==> config.mk <==
export PLATFORM = sky130hd
export DESIGN_NAME = hdx_tx_mac
export DESIGN_NICKNAME = d
export VERILOG_FILES = /design/src/rtl/hdx_tx_pkg.sv /design/src/rtl/hdx_sat_counter.sv /design/src/rtl/hdx_crc_nib.sv /design/src/rtl/hdx_tx_mac.sv
export SDC_FILE = /design/constraint.sdc
export NUM_CORES = 1
export LEC_CHECK = 0
export BUFFER_PORTS_ARGS = -buffer_cell sky130_fd_sc_hd__buf_2
export CAP_MARGIN = 30
export CORE_MARGIN = 1.5
export CORE_UTILIZATION = 61
export DETAILED_ROUTE_END_ITERATION = 8
export GPL_TIMING_DRIVEN = 0
export HOLD_SLACK_MARGIN = 0.12
export PLACE_DENSITY = 0.79
export SLEW_MARGIN = 10
export SYNTH_ARGS = -nofsm -noshare
export SYNTH_HDL_FRONTEND = slang
export SYNTH_SLANG_ARGS = --single-unit
==> constraint.sdc <==
create_clock -name clk -period 3.1 [get_ports clk]
set_input_delay 0 -clock clk [delete_from_list [all_inputs] [get_ports clk]]
set_output_delay 0 -clock clk [all_outputs]
set_load 0.01 [all_outputs]
==> src/rtl/hdx_tx_pkg.sv <==
`timescale 1ns/1ps
// Shared types for the half-duplex transmitter.
// Assumes: one state per nibble slot of the transmit sequence.
package hdx_tx_pkg;
    typedef enum logic [3:0] {
        ST_DEFER   = 4'd0,
        ST_IFG     = 4'd1,
        ST_IDLE    = 4'd2,
        ST_PRE     = 4'd3,
        ST_DAT0    = 4'd4,
        ST_DAT1    = 4'd5,
        ST_PAD     = 4'd6,
        ST_FCS     = 4'd7,
        ST_JAM     = 4'd8,
        ST_BACKOFF = 4'd9,
        ST_DONE    = 4'd10
    } tx_state_t;

    localparam logic [3:0] NIB_PRE  = 4'h5;
    localparam logic [3:0] NIB_SFD  = 4'hD;
    localparam logic [3:0] NIB_JAM  = 4'h9;
endpackage

==> src/rtl/hdx_sat_counter.sv <==
`timescale 1ns/1ps
// Up counter that holds at its all-ones value.
// Assumes: clear has priority over enable; synchronous active-low reset.
module hdx_sat_counter #(
    parameter int W = 5
) (
    input  logic         clk,
    input  logic         rst_n,
    input  logic         clr,
    input  logic         en,
    output logic [W-1:0] cnt
);
    localparam logic [W-1:0] TOP = {W{1'b1}};

    // Count enabled cycles since the last clear, saturating at TOP.
    always_ff @(posedge clk) begin
        if (!rst_n || clr)
            cnt <= '0;
        else if (en && cnt != TOP)
            cnt <= cnt + 1'b1;
    end
endmodule

==> src/rtl/hdx_crc_nib.sv <==
`timescale 1ns/1ps
// Nibble-serial CRC-32 in reflected form (LSB of each nibble first).
// Holds the running remainder while feeding and then shifts it out as
// complemented nibbles, lowest nibble first.
// Assumes: init, feed and shift are never needed in the same cycle.
module hdx_crc_nib #(
    parameter logic [31:0] POLY = 32'hEDB88320
) (
    input  logic       clk,
    input  logic       rst_n,
    input  logic       init,
    input  logic       feed,
    input  logic       shift,
    input  logic [3:0] nib_in,
    output logic [3:0] fcs_nib
);
    logic [31:0] rem_q;

    function automatic logic [31:0] step4(input logic [31:0] c, input logic [3:0] d);
        logic [31:0] r;
        r = c;
        for (int i = 0; i < 4; i++) begin
            if (r[0] ^ d[i]) r = (r >> 1) ^ POLY;
            else             r = r >> 1;
        end
        return r;
    endfunction

    // Update the remainder: preset, absorb a nibble, or shift out a nibble.
    always_ff @(posedge clk) begin
        if (!rst_n || init)
            rem_q <= '1;
        else if (feed)
            rem_q <= step4(rem_q, nib_in);
        else if (shift)
            rem_q <= {4'hF, rem_q[31:4]};
    end

    assign fcs_nib = ~rem_q[3:0];
endmodule

==> src/rtl/hdx_tx_mac.sv <==
`timescale 1ns/1ps
// Half-duplex transmit sequencer, one nibble per clock.
// Defers to carrier, waits the inter-frame gap, sends preamble/SFD,
// payload nibbles, optional zero pad and check sequence. A collision
// diverts to jam, then backoff (external timer), then deferral.
// Assumes: tx_byte/tx_last valid whenever data states need them;
// the byte source advances on each cycle with byte_next high.
module hdx_tx_mac
    import hdx_tx_pkg::*;
#(
    parameter int IFG_NIB   = 24,
    parameter int PRE_NIB   = 15,
    parameter int JAM_NIB   = 8,
    parameter int FCS_NIB   = 8,
    parameter int MIN_DATA  = 60,
    parameter int MAX_TRIES = 16,
    parameter int FN_W      = 12
) (
    input  logic       clk,
    input  logic       rst_n,
    input  logic       tx_req,
    input  logic [7:0] tx_byte,
    input  logic       tx_last,
    input  logic       pad_en,
    input  logic       crc_en,
    input  logic       crs,
    input  logic       col,
    input  logic       bo_expired,
    output logic [3:0] mii_txd,
    output logic       mii_txen,
    output logic       byte_next,
    output logic       tx_done,
    output logic       tx_abort,
    output logic       bo_start
);
    localparam int SC_A   = (IFG_NIB > PRE_NIB + 1) ? IFG_NIB : PRE_NIB + 1;
    localparam int SC_B   = (JAM_NIB > FCS_NIB) ? JAM_NIB : FCS_NIB;
    localparam int SC_TOP = (SC_A > SC_B) ? SC_A : SC_B;
    localparam int SC_W   = $clog2(SC_TOP + 1);
    localparam int AT_W   = $clog2(MAX_TRIES + 1);

    localparam logic [SC_W-1:0] SC_IFG_END = SC_W'(IFG_NIB - 1);
    localparam logic [SC_W-1:0] SC_SFD     = SC_W'(PRE_NIB);
    localparam logic [SC_W-1:0] SC_JAM_END = SC_W'(JAM_NIB - 1);
    localparam logic [SC_W-1:0] SC_FCS_END = SC_W'(FCS_NIB - 1);
    localparam logic [FN_W-1:0] FN_PAD_END = FN_W'(2 * MIN_DATA - 1);
    localparam logic [AT_W-1:0] AT_LIMIT   = AT_W'(MAX_TRIES);

    tx_state_t       state_q, state_d;
    logic [SC_W-1:0] slot_cnt;
    logic [FN_W-1:0] nib_cnt;
    logic [AT_W-1:0] try_cnt;
    logic            sending, jam_end, give_up;
    logic [3:0]      fcs_nib;

    assign sending = (state_q == ST_PRE) || (state_q == ST_DAT0) || (state_q == ST_DAT1)
                  || (state_q == ST_PAD) || (state_q == ST_FCS);
    assign jam_end = (state_q == ST_JAM) && (slot_cnt == SC_JAM_END);
    assign give_up = jam_end && (try_cnt == AT_LIMIT);

    // Next-state choice; a collision while sending overrides everything.
    always_comb begin
        state_d = state_q;
        unique case (state_q)
            ST_DEFER:   if (!crs) state_d = ST_IFG;
            ST_IFG:     if (crs) state_d = ST_DEFER;
                        else if (slot_cnt == SC_IFG_END) state_d = ST_IDLE;
            ST_IDLE:    if (crs) state_d = ST_DEFER;
                        else if (tx_req) state_d = ST_PRE;
            ST_PRE:     if (slot_cnt == SC_SFD) state_d = ST_DAT0;
            ST_DAT0:    state_d = ST_DAT1;
            ST_DAT1:    if (!tx_last) state_d = ST_DAT0;
                        else if (pad_en && nib_cnt < FN_PAD_END) state_d = ST_PAD;
                        else if (crc_en) state_d = ST_FCS;
                        else state_d = ST_DONE;
            ST_PAD:     if (nib_cnt == FN_PAD_END) state_d = crc_en ? ST_FCS : ST_DONE;
            ST_FCS:     if (slot_cnt == SC_FCS_END) state_d = ST_DONE;
            ST_JAM:     if (give_up) state_d = ST_DEFER;
                        else if (jam_end) state_d = ST_BACKOFF;
            ST_BACKOFF: if (bo_expired || crs) state_d = ST_DEFER;
            ST_DONE:    state_d = ST_DEFER;
            default:    state_d = ST_DEFER;
        endcase
        if (sending && col) state_d = ST_JAM;
    end

    // State register.
    always_ff @(posedge clk) begin
        if (!rst_n) state_q <= ST_DEFER;
        else        state_q <= state_d;
    end

    // Cycles spent in the current state.
    hdx_sat_counter #(.W(SC_W)) u_slot (
        .clk(clk), .rst_n(rst_n),
        .clr(state_d != state_q), .en(1'b1), .cnt(slot_cnt)
    );

    // Payload-plus-pad nibbles sent in this attempt.
    hdx_sat_counter #(.W(FN_W)) u_frame (
        .clk(clk), .rst_n(rst_n),
        .clr(state_q == ST_PRE),
        .en((state_q == ST_DAT0) || (state_q == ST_DAT1) || (state_q == ST_PAD)),
        .cnt(nib_cnt)
    );

    // Collisions seen for the current frame.
    hdx_sat_counter #(.W(AT_W)) u_tries (
        .clk(clk), .rst_n(rst_n),
        .clr((state_q == ST_DONE) || give_up),
        .en((state_d == ST_JAM) && (state_q != ST_JAM)),
        .cnt(try_cnt)
    );

    // Running check sequence over payload and pad nibbles.
    hdx_crc_nib u_crc (
        .clk(clk), .rst_n(rst_n),
        .init(state_q == ST_PRE),
        .feed((state_q == ST_DAT0) || (state_q == ST_DAT1) || (state_q == ST_PAD)),
        .shift(state_q == ST_FCS),
        .nib_in(mii_txd),
        .fcs_nib(fcs_nib)
    );

    // Nibble selection by state.
    always_comb begin
        unique case (state_q)
            ST_PRE:  mii_txd = (slot_cnt == SC_SFD) ? NIB_SFD : NIB_PRE;
            ST_DAT0: mii_txd = tx_byte[3:0];
            ST_DAT1: mii_txd = tx_byte[7:4];
            ST_FCS:  mii_txd = fcs_nib;
            ST_JAM:  mii_txd = NIB_JAM;
            default: mii_txd = 4'h0;
        endcase
    end

    assign mii_txen  = sending || (state_q == ST_JAM);
    assign byte_next = (state_q == ST_DAT1) && !col;
    assign tx_done   = (state_q == ST_DONE);
    assign tx_abort  = give_up;
    assign bo_start  = jam_end && !give_up;
endmodule

# After elaboration in Yosys (flattened, before gate mapping)
# Index checks and enable logic that the tools add are counted.
dict set report word_totals {
  regBits 58
  output_inout_bits 9
  wordCells 95
}
dict set report classes {
  add_sub_neg 3
  n_lt_le_gt_ge 1
  n_eq_ne 21
  n_mux 30
  bitwise 9
  n_reduce_logical 26
}
# operator n
set ops {}
lappend ops {{two-way mux 32 bit} 12}
lappend ops {{two-way mux 4 bit} 16}
lappend ops {{inverter 13 -> 14 bit} 4}
lappend ops {{one-hot mux 4 bit (10 select lines)} 1}
lappend ops {{one-hot mux 4 bit (5 select lines)} 1}
lappend ops {{equality test 4 x 3 -> 1 bit (second input constant)} 4}
lappend ops {{equality test 4 bit (second input constant)} 4}
lappend ops {{adder 12 x 1 -> 12 bit (second input constant)} 1}
lappend ops {{equality test 12 x 7 -> 1 bit (second input constant)} 1}
lappend ops {{logical OR 1 bit} 12}
lappend ops {{less-than comparator 12 x 7 -> 1 bit (second input constant)} 1}
lappend ops {{inequality test 12 bit (second input constant)} 1}
lappend ops {{adder 5 x 1 -> 5 bit (second input constant)} 2}
lappend ops {{equality test 5 bit (second input constant)} 2}
lappend ops {{inequality test 5 bit (second input constant)} 2}
lappend ops {{logical AND 1 bit} 9}
lappend ops {{equality test 4 x 2 -> 1 bit (second input constant)} 2}
lappend ops {{equality test 5 x 3 -> 1 bit (second input constant)} 1}
lappend ops {{equality test 5 x 4 -> 1 bit (second input constant)} 1}
lappend ops {{equality test 4 x 1 -> 1 bit (second input constant)} 1}
lappend ops {{zero test 4 bit} 1}
lappend ops {{inequality test 4 bit} 1}
lappend ops {{inequality test 4 bit (second input constant)} 1}
lappend ops {{inverter 4 bit} 1}
lappend ops {{3 further kinds} 8}

# Depth between registers and ports, before layout
# Gate-level depths: netlist (run 1).
dict set report depth {
  word_depth 18
  ltp_mapped 10
  depth_no_buf 10
}

# Cells and area by module
# A second synthesis (run 1) with hierarchy kept.
dict set report hier_totals {
  hier_cells 427
  area_unflattened_um2 3641.0
}
# mod n_inst cells_each area_each_um2 seq_area_each_um2
set modules_own_cells {}
lappend modules_own_cells {hdx_crc_nib 1 176 1641.6 640.6}
lappend modules_own_cells {hdx_tx_mac 1 126 880.8 80.1}
lappend modules_own_cells {{hdx_sat_counter at u_frame} 1 73 640.6 240.2}
lappend modules_own_cells {{hdx_sat_counter at u_slot ...} 2 26 239.0 100.1}

# Worst setup path after synthesis (run 1)
# No wires, ideal clock.
dict set report synth_timing {
  path_kind {register -> register}
  start {register state_q[0]}
  end {register u_crc.rem_q[19]}
  setup_time_ps 122
  arrival_ps 2168
  t_required_ps 2978
  slack_ps 811
  path_stages_with_launch 10
  path_cell_list {dfxtp_1 > buf_2 > nand4bb_1 > a21oi_1 > or3_1 > and2_0 > clkbuf_2 > xnor3_1 > or3_1 > o311a_1}
}
dict set report synth_via {
  elab_chain_cells 13
  word_cells_on_any_way 24
  classes_between {6 x eq/ne; 9 x mux; 5 x bitwise; 4 x reduce/logical}
}
# element line_no
set synth_lines {}
lappend synth_lines {{start: declaration} hdx_tx_mac.sv:49} ;# tx_state_t state_q, state_d;
lappend synth_lines {{start signal: assignment} hdx_tx_mac.sv:90} ;# else state_q <= state_d;
lappend synth_lines {{equality test 4 bit, or another cell as far along} hdx_tx_mac.sv:127} ;# unique case (state_q)
lappend synth_lines {{one-hot mux 4 bit (5 select lines)} hdx_tx_mac.sv:127}
lappend synth_lines {{XOR 1 bit} hdx_crc_nib.sv:23} ;# if (r[0] ^ d[i]) r = (r >> 1) ^ POLY;
lappend synth_lines {{two-way mux 32 bit} hdx_crc_nib.sv:23}
lappend synth_lines {{two-way mux 32 bit} hdx_crc_nib.sv:33} ;# else if (feed)
lappend synth_lines {{two-way mux 32 bit} hdx_crc_nib.sv:31} ;# if (!rst_n || init)
lappend synth_lines {{inverter 13 -> 14 bit (no line)} n/a}
lappend synth_lines {{two-way mux 32 bit} hdx_crc_nib.sv:23}
lappend synth_lines {{two-way mux 32 bit} hdx_crc_nib.sv:33}
lappend synth_lines {{two-way mux 32 bit} hdx_crc_nib.sv:31}
lappend synth_lines {{inverter 13 -> 14 bit (no line)} n/a}
lappend synth_lines {{two-way mux 32 bit} hdx_crc_nib.sv:23}
lappend synth_lines {{two-way mux 32 bit} hdx_crc_nib.sv:33}
lappend synth_lines {{end signal: assignment} hdx_crc_nib.sv:34} ;# rem_q <= step4(rem_q, nib_in);
lappend synth_lines {{end signal: assignment} hdx_crc_nib.sv:36} ;# rem_q <= {4'hF, rem_q[31:4]};
lappend synth_lines {{end: declaration} hdx_crc_nib.sv:17} ;# logic [31:0] rem_q;
# Several ways; a longest one is shown, not always the timed one. The select of a mux whose other input is x is not followed.
# A chain may end at the register's enable or synchronous reset.

# Worst setup path in the final report (run 1)
dict set report layout_timing {
  start {register state_q[3]}
  end {register u_crc.rem_q[14]}
}
dict set report layout_via {
  elab_chain_cells 8
  word_cells_on_any_way 17
  classes_between {6 x eq/ne; 6 x mux; 1 x bitwise; 4 x reduce/logical}
}
# element line_no
set layout_lines {}
lappend layout_lines {{equality test 4 bit, or another cell as far along} hdx_tx_mac.sv:127}
lappend layout_lines {{one-hot mux 4 bit (5 select lines)} hdx_tx_mac.sv:127}
lappend layout_lines {{XOR 1 bit} hdx_crc_nib.sv:23}
lappend layout_lines {{two-way mux 32 bit} hdx_crc_nib.sv:23}
lappend layout_lines {{two-way mux 32 bit} hdx_crc_nib.sv:33}
lappend layout_lines {{two-way mux 32 bit} hdx_crc_nib.sv:31}
lappend layout_lines {{two-way mux 32 bit} hdx_crc_nib.sv:23}
lappend layout_lines {{two-way mux 32 bit} hdx_crc_nib.sv:33}
# Several ways; a longest one is shown, not always the timed one. The select of a mux whose other input is x is not followed.

==> results.py, run 1 <==
metrics = {
    "sta": {
        "relSlewSlack": 0.520,
        "max_clock_freq_mhz": 349,
        "slew_violations": 0,
        "rsz0062_at_grt": "no",
        "fin_tns_setup_ns": 0,
        "worst_slew_pin_slew_ns": 0.718,
        "setup_violations": 0,
        "skew_ns": 0.0135,
        "timing.final.crit_period_ns": 2.86,
        "period_share": 0.923,
        "hold_viol": 0,
    },
    "routing": {
        "firstDrtPassIters": 6,
        "drtIter0Drc": 302,
        "vias": 3387,
        "via_per_inst": 6.17,
        "drt-total-wl_mm": 8.92,
        "drc": 0,
        "wl_per_cell_um": 16.2,
        "drtAntennaViolNets": 0,
    },
    "placement": {
        "place_hpwl_mm": 6.28,
        "gp_congestion": 0.949,
        "io_buffers": 25,
        "place_area_mm2": 0.00385,
    },
    "clock_tree": {
        "htreeDepth": 3,
        "tritoncts": "done",
        "clkSlewWorstSetupHoldPaths_ns": 0.07,
        "cts.path.max_buffers": 2,
        "postCtsSetupRepairBufs": 0,
        "cts_resized": 0,
        "ctsHoldBuffers": 1,
        "clk_latency_ns": 0.34,
        "root_buffer": "clkbuf_8",
        "cts_num_sinks": 58,
        "cts_made_buffers": 9,
    },
    "pwr": {
        "pwr-share-comb": 0.045,
        "clkPwrFrac": 0.464,
        "power_frac_seq": 0.491,
        "peakVddDrop_mv": 0.247,
        "switchingPower_mw": 0.349,
        "p_int_mw": 1.18,
        "p_sw_frac": 0.229,
        "power.density_mw_per_mm2": 377,
        "p_leak_nw": 1.70,
    },
    "synthesis": {
        "syn_inst": 437,
        "synth_warnings": 0,
        "synth_seq_area_share": 0.319,
        "synth_ff_type": "dfxtp_1",
        "synth.distinct_cells": 75,
        "synth_area_mm2": 0.00364,
        "synth_nets": 461,
        "synth-seq-cells": 58,
        "synth_edf_count": 0,
        "async_flop_share": 0,
        "synth_area_per_cell_um2": 8.32,
    },
    "worst_hold_path": {
        "hold_depth": 3,
        "hp-class": "input port to register",
    },
    "die": {
        "fp-row-count": 27,
        "ios": 26,
        "initial_core_util": 0.645,
        "fp.dieH_um": 80.2,
        "die_area_mm2": 0.00644,
        "dieWidth_um": 80.2,
        "core_mm2": 0.00564,
    },
    "grt": {
        "grt_usage": 0.288,
        "antenna_found_initial": 0,
        "grt_max_degree": 11,
        "grt_first_pass_wirelength_mm": 14.3,
        "grt_pass1_vias": 2977,
        "grt-ovfl-total": 0,
    },
    "critical_path": {
        "crit_path_end_kind": "register",
        "reg2reg_slack_ns": 0.24,
        "start_kind": "register",
        "crit_required_ns": 3.30,
        "r2r_cells": 7,
        "path_class": "register to register",
        "arrival_ns": 3.06,
        "path_max_fanout": 10,
    },
    "final_layout": {
        "diodes": 0,
        "drive_above_1_share": 0.136,
        "layout_commonest_cell": "dfxtp_1",
        "final_area_mm2": 0.00405,
        "layout_common_cells": "dfxtp_1, nor2_1, nand2_1",
        "nets": 498,
        "area_delta_synth_final_pct": 11.5,
    },
    "run_status": {
        "status": "complete, no violations",
    },
    "job": {
        "drv_cap": 0,
    },
}
-- synthesized netlist by cell type (9+ instances only) --
cell type,number,share of area
clkbuf_1,15,0.015
o211ai_1,13,0.027
and3_1,16,0.028
mux2i_1,9,0.025
nor2_1,45,0.046
nand2_1,36,0.037
dfxtp_1,58,0.32
xnor2_1,21,0.051
inv_1,11,0.011
o21ai_0,11,0.015
a21oi_1,23,0.032
nand3_1,18,0.025
xor2_1,18,0.043
nor3_1,21,0.029
-- worst max-delay path, cell delays in order (launching register included) --
cell      delay [ns]
dfxtp_1         0.46
clkbuf_1        0.37
clkbuf_1        0.41
nand2b_1        0.23
o21a_1          0.19
clkbuf_1        0.46
buf_1           0.44
o211ai_1        0.15
-- path summary, 6_finish.rpt --
| path | startpoint | to |
|---|---|---|
| worst max-delay path | state_q[3]$_SDFF_PN0_ | u_crc.rem_q[14]$_SDFFE_PP1P_ |
| worst min register to register | u_crc.rem_q[14]$_SDFFE_PP1P_ | u_crc.rem_q[10]$_SDFFE_PP1P_ |
| worst min-delay path | col | state_q[3]$_SDFF_PN0_ |
| worst max register to register | state_q[3]$_SDFF_PN0_ | u_crc.rem_q[14]$_SDFFE_PP1P_ |
-- through the flow --
step | hold slack [ns] | worst slack, ns | power (mW) | utilization | std cells
after floorplan | 0.0544 | 0.811 | 0.807 | - | 437
after global placement | 0.327 | 0.400 | 0.831 | 0.683 | 534
after detailed placement | 0.338 | 0.384 | 0.833 | 0.683 | 534
after CTS | 0.129 | 0.331 | 1.53 | 0.719 | 549
after global routing | 0.171 | 0.0393 | 1.57 | 0.719 | 549
final | 0.146 | 0.239 | 1.53 | 0.719 | 549
-- cells by family after synthesis --
logic type | share of synthesized area
AOI/OAI and AO/OA | 0.182
xor gates and xnor gates | 0.112
adders and majority gates | 0.0241
buffers and inverters | 0.0451
DFF | 0.319
muxes | 0.0341
and+or+nand+nor | 0.283
-- registers in the layout, summed over array words and instances (netlist names) --
name and cells:
state_q 4, u_crc.rem_q 32, u_slot.cnt 5, u_tries.cnt 5, u_frame.cnt 12
-- power groups by stage --
stage          Combinational [mW]  Sequential, mW  Clock, mW
6_report                   0.0695           0.749      0.708
5_1_grt                    0.0754           0.749      0.745
4_1_cts                    0.0683           0.749      0.709
3_5_place_dp               0.0669           0.766          0
3_3_place_gp               0.0651           0.766          0
2_1_floorplan              0.0412           0.766          0
-- area by class of cell --
cell class / instances / area, um^2
multi-input combinational: 342 / 2310
fill: 468 / 1590
sequential: 58 / 1160
clock buffer: 11 / 151
timing repair buffer: 26 / 135
buffer: 26 / 123
tap: 72 / 90.1
inverter: 11 / 41.3
clock inverter: 3 / 40.0
-- per-layer routing --
| layer | vias up | wire length, um | GRT usage | part of all wire |
|---|---|---|---|---|
| met5 | - | 0 | 0 | 0 |
| met4 | 0 | 111 | 0.0793 | 0.012 |
| met3 | 14 | 665 | 0.0636 | 0.075 |
| met2 | 136 | 3970 | 0.439 | 0.45 |
| met1 | 1592 | 4170 | 0.407 | 0.47 |
| li1 | 1645 | - | - | - |
Note: power is estimated with default switching activity, not from simulation.
==> run 2, diff against run 1 <==
- RECOVER_POWER: default -> 100
==> run 2 against run 1 <==
Net effect: global-route usage did not move; critical endpoint is now u_frame.cnt[8]$_SDFFE_PP0P_; design area shrank 0.71%; utilization decreased by 0.51 points; first-iteration DRC count rose by 20%; non-clock buffer count stayed put; critical path type unchanged; via count increased by 0.94%; clock skew about the same; routed wire length is 0.11% lower.
==> results.py, run 2 (synthesis results as in run 1) <==
metrics = {
    "clock_tree": {
        "cts_num_sinks": 58,
        "cts_resized": 0,
        "clkSlewWorstSetupHoldPaths_ns": 0.07,
        "cts_made_buffers": 9,
        "tritoncts": "done",
        "clk_latency_ns": 0.34,
        "root_buffer": "clkbuf_8",
        "cts.path.max_buffers": 2,
        "htreeDepth": 3,
    },
    "die": {
        "fp.dieH_um": 80.2,
        "dieWidth_um": 80.2,
        "initial_core_util": 0.645,
        "fp-row-count": 27,
        "core_mm2": 0.00564,
        "ios": 26,
        "die_area_mm2": 0.00644,
    },
    "sta": {
        "setup_violations": 0,
        "holdWs_ns": 0.150,
        "timing.final.crit_period_ns": 2.88,
        "fin_tns_setup_ns": 0,
        "max_clock_freq_mhz": 347,
        "relSlewSlack": 0.541,
        "rsz0062_at_grt": "no",
        "hold_viol": 0,
        "worst_slew_pin_slew_ns": 0.688,
        "skew_ns": 0.0137,
        "slew_violations": 0,
        "period_share": 0.931,
    },
    "critical_path": {
        "arrival_ns": 3.09,
        "start_kind": "register",
        "path_class": "register to register",
        "crit_path_end_kind": "register",
        "cpPeakStageDelay_ns": 0.54,
        "crit_slowest_cell": "a41oi_1",
        "cp_cell_sequence": "buf_2, clkbuf_1, buf_4, nand2_1, nand2_1, a41oi_1, and2_0, nand3_1, xor2_1, nor2_1",
        "crit_required_ns": 3.31,
        "cp_common_cell": "nand2_1",
        "path_max_fanout": 10,
    },
    "routing": {
        "drtIter0Drc": 361,
        "drc": 0,
        "firstDrtPassIters": 5,
        "wl_per_cell_um": 16.2,
        "via_per_inst": 6.23,
        "vias": 3419,
        "drt-total-wl_mm": 8.91,
        "drtAntennaViolNets": 0,
    },
    "final_layout": {
        "layout_commonest_cell": "dfxtp_1",
        "reg.largest.list": "u_crc.rem_q (32), u_frame.cnt (12)",
        "layout_common_cells": "dfxtp_1, nor2_1, nand2_1",
        "nets": 498,
        "diodes": 0,
        "multi_input_area_mm2": 0.00229,
        "drive_above_1_share": 0.117,
        "area.sequential_mm2": 0.00116,
        "num-fill-cells": 478,
        "area_delta_synth_final_pct": 10.7,
        "top_register": "u_crc.rem_q",
        "largest_reg_flops": 32,
    },
    "placement": {
        "place_hpwl_mm": 6.28,
        "io_buffers": 25,
        "gp_congestion": 0.949,
    },
    "grt": {
        "antenna_found_initial": 0,
        "grt-ovfl-total": 0,
        "grt_usage": 0.288,
        "grt_max_degree": 11,
        "grt_pass1_vias": 2977,
        "grt_first_pass_wirelength_mm": 14.3,
    },
    "pwr": {
        "power_mw": 1.53,
        "p_leak_nw": 1.66,
        "power.density_mw_per_mm2": 380,
        "peakVddDrop_mv": 0.246,
    },
    "job": {
        "drv_cap": 0,
    },
    "worst_hold_path": {
        "hp-class": "input port to register",
    },
    "run_status": {
        "status": "complete, no violations",
    },
}
run 2: worst paths after layout:
| kind | startpoint | end | slack [ns] | depth (start not counted) |
|---|---|---|---|---|
| setup / recovery | state_q[1]$_SDFF_PN0_ | u_frame.cnt[8]$_SDFFE_PP0P_ | 0.22 | 10 |
| hold / removal | col | state_q[3]$_SDFF_PN0_ | 0.15 | 3 |
| setup reg to reg | state_q[1]$_SDFF_PN0_ | u_frame.cnt[8]$_SDFFE_PP0P_ | 0.22 | 10 |
| hold reg to reg | u_crc.rem_q[14]$_SDFFE_PP1P_ | u_crc.rem_q[10]$_SDFFE_PP1P_ | 0.48 | 2 |
run 2: stage by stage:
| stage | instances | setup slack [ns] | area, um^2 | utilization |
|---|---|---|---|---|
| finish | 549 | 0.215 | 4030 | 0.713 |
| global route | 549 | 0.0376 | 4030 | 0.713 |
| detailed placement | 534 | 0.384 | 3850 | 0.683 |
| CTS | 549 | 0.331 | 4050 | 0.719 |
| floorplan | 437 | 0.811 | 3640 | - |
| global placement | 534 | 0.400 | 3850 | 0.683 |
run 2: area by class of cell:
cell class / instances / share of cell area
Tap cell: 72 / 0.0224
Multi-Input combinational cell: 342 / 0.569
Sequential cell: 58 / 0.288
Inverter: 11 / 0.0103
Clock buffer: 11 / 0.0376
Timing Repair Buffer: 26 / 0.0320
Clock inverter: 3 / 0.00995
Buffer: 26 / 0.0302
run 2: routing by layer:
| layer | GRT usage | vias to the layer above | routed length [um] | part of all wire |
|---|---|---|---|---|
| met5 | 0 | - | 0 | 0 |
| met4 | 0.0793 | 0 | 124 | 0.014 |
| met3 | 0.0636 | 23 | 631 | 0.071 |
| met2 | 0.439 | 138 | 3940 | 0.44 |
| met1 | 0.407 | 1616 | 4210 | 0.47 |
| li1 | - | 1642 | - | - |
run 2: worst max-delay path, delay by kind of cell, from the launching register on:
| kind | cells | cell delay, ns |
|---|---|---|
| compound gates | 1 | 0.54 |
| xor+xnor | 1 | 0.16 |
| buf+inv | 3 | 0.64 |
| flops | 1 | 0.30 |
| simple gates | 5 | 1.12 |
run 2: timing repair:
item	4_1_cts	5_1_grt
hold buffers	1	0
buffers inserted	0	0
hold endpoints to repair	4	0
run 2: where the power goes:
| group | internal (mW) | switching [mW] |
|---|---|---|
| Combinational | 0.0265 | 0.0428 |
| Clock | 0.403 | 0.307 |
| Sequential | 0.748 | 0.00182 |
| Total | 1.18 | 0.351 |
==> run 3, diff against run 2 <==
- REMOVE_ABC_BUFFERS: default -> 1
==> run 3 against run 2 <==
Net effect: via count decreased by 6.3%; critical path depth decreased by 3; clock skew decreased by 0.0065 ns; critical endpoint is now u_crc.rem_q[24]$_SDFFE_PP1P_; highest routed layer unchanged.
==> results.py, run 3 (synthesis results as in run 1) <==
metrics = {
    "routing": {
        "drt-total-wl_mm": 8.33,
        "drtAntennaViolNets": 0,
        "drtIter0Drc": 266,
        "via_per_inst": 6.07,
        "drc": 0,
        "firstDrtPassIters": 5,
        "wl_per_cell_um": 15.8,
        "vias": 3203,
    },
    "critical_path": {
        "crit_slowest_cell": "dfxtp_2",
        "path_class": "register to register",
        "arrival_ns": 3.12,
        "start_kind": "register",
        "cpPeakStageDelay_ns": 0.66,
        "crit_required_ns": 3.32,
        "path_max_fanout": 27,
        "cp_cell_sequence": "or3b_1, or2_4, o211ai_4, xnor2_4, mux2i_4, nor4b_1, nor3_1",
        "crit_path_end_kind": "register",
    },
    "die": {
        "fp.dieH_um": 80.2,
        "initial_core_util": 0.645,
        "die_area_mm2": 0.00644,
        "core_mm2": 0.00564,
        "ios": 26,
        "fp-row-count": 27,
        "dieWidth_um": 80.2,
    },
    "final_layout": {
        "instances_no_fill": 528,
        "final_area_mm2": 0.00400,
        "nets": 475,
        "layout_common_cells": "dfxtp_1, nor2_1, nand2_1",
        "num-fill-cells": 459,
        "diodes": 0,
        "reg.largest.list": "u_crc.rem_q (32), u_frame.cnt (12)",
        "area_delta_synth_final_pct": 9.94,
        "layout_commonest_cell": "dfxtp_1",
        "drive_above_1_share": 0.127,
        "final_util": 0.709,
        "top_register": "u_crc.rem_q",
        "largest_reg_flops": 32,
    },
    "clock_tree": {
        "clk_latency_ns": 0.34,
        "cts.path.max_buffers": 2,
        "clkSlewWorstSetupHoldPaths_ns": 0.07,
        "tritoncts": "done",
        "cts_num_sinks": 58,
        "root_buffer": "clkbuf_8",
        "postCtsSetupRepairBufs": 0,
        "htreeDepth": 3,
        "cts_made_buffers": 9,
    },
    "placement": {
        "io_buffers": 25,
        "gp_congestion": 0.836,
        "place_area_mm2": 0.00378,
        "place_hpwl_mm": 5.41,
        "dp_cells": 510,
    },
    "grt": {
        "grt_pass1_vias": 3136,
        "antenna_found_initial": 0,
        "grt-ovfl-total": 0,
        "grt_first_pass_wirelength_mm": 14.1,
        "grt_usage": 0.285,
        "grt_max_degree": 44,
    },
    "worst_hold_path": {
        "hp-class": "input port to register",
    },
    "pwr": {
        "power.density_mw_per_mm2": 402,
        "peakVddDrop_mv": 0.258,
        "p_leak_nw": 1.63,
    },
    "sta": {
        "timing.final.crit_period_ns": 2.90,
        "relSlewSlack": 0.414,
        "holdWs_ns": 0.139,
        "worst_slew_pin_slew_ns": 0.876,
        "max_clock_freq_mhz": 344,
        "hold_viol": 0,
        "slew_violations": 0,
        "rsz0062_at_grt": "no",
        "period_share": 0.937,
        "setup_violations": 0,
        "skew_ns": 0.00720,
    },
    "job": {
        "drv_cap": 0,
    },
    "run_status": {
        "status": "complete, no violations",
    },
}
run 3: changes by cell type in the layout (fill, tap and decap cells not counted), sizes merged:
cell         previous run  this run
buf                    27        23
bufinv                  1         2
clkbuf                 35        15
clkinvlp                0         1
dlygate4sd3             1         2
run 3: path summary, 6_finish.rpt:
kind	start	slack, ns	endpoint	cells after the start
max	state_q[2]$_SDFF_PN0_	0.20	u_crc.rem_q[24]$_SDFFE_PP1P_	7
max reg2reg	state_q[2]$_SDFF_PN0_	0.20	u_crc.rem_q[24]$_SDFFE_PP1P_	7
min reg2reg	u_tries.cnt[4]$_SDFFE_PP0P_	0.48	u_tries.cnt[4]$_SDFFE_PP0P_	2
min	crc_en	0.14	state_q[3]$_SDFF_PN0_	4
run 3: report_power, final:
group | internal, mW | switching (mW)
sequential | 0.747 | 0.00710
combinational | 0.0241 | 0.0362
clock | 0.472 | 0.322
run 3: through the flow:
stage               setup TNS (ns)  total power, mW  setup WS, ns
CTS                              0             1.61        0.0124
floorplan                   -0.738            0.802        -0.139
detailed placement               0            0.829        0.0251
finish                           0             1.61         0.195
global placement            -35.45            0.826         -1.46
global route                     0             1.66        0.0608
run 3: critical path, delay by kind of cell, from the launching register on:
family	cells	cell delay [ns]
xor+xnor	1	0.23
mux	1	0.33
compound gates	1	0.38
simple gates	4	1.18
flops	1	0.66
run 3: area by class of cell:
class | instances | area [um^2] | area share
sequential | 58 | 1170 | 0.292
tap | 72 | 90.1 | 0.0225
inverter | 11 | 41.3 | 0.0103
multi-input combinational | 342 | 2310 | 0.577
clock inverter | 5 | 77.6 | 0.0194
clock buffer | 11 | 141 | 0.0354
timing repair buffer | 29 | 175 | 0.0438
run 3: layer usage:
metal	global-route usage	vias up	routed length, um	part of all wire
met3	0.0420	20	318	0.038
met1	0.369	1501	4030	0.48
met2	0.449	82	3760	0.45
li1	-	1600	-	-
met5	0	-	0	0
met4	0.162	0	227	0.027
run 3: timing repair:
action / CTS / global route
gates cloned: 0 / 0
endpoints found under the hold margin: 4 / 0
hold buffers: 2 / 0
resized for setup: 2 / 2
endpoints found under the setup margin: 2 / 19
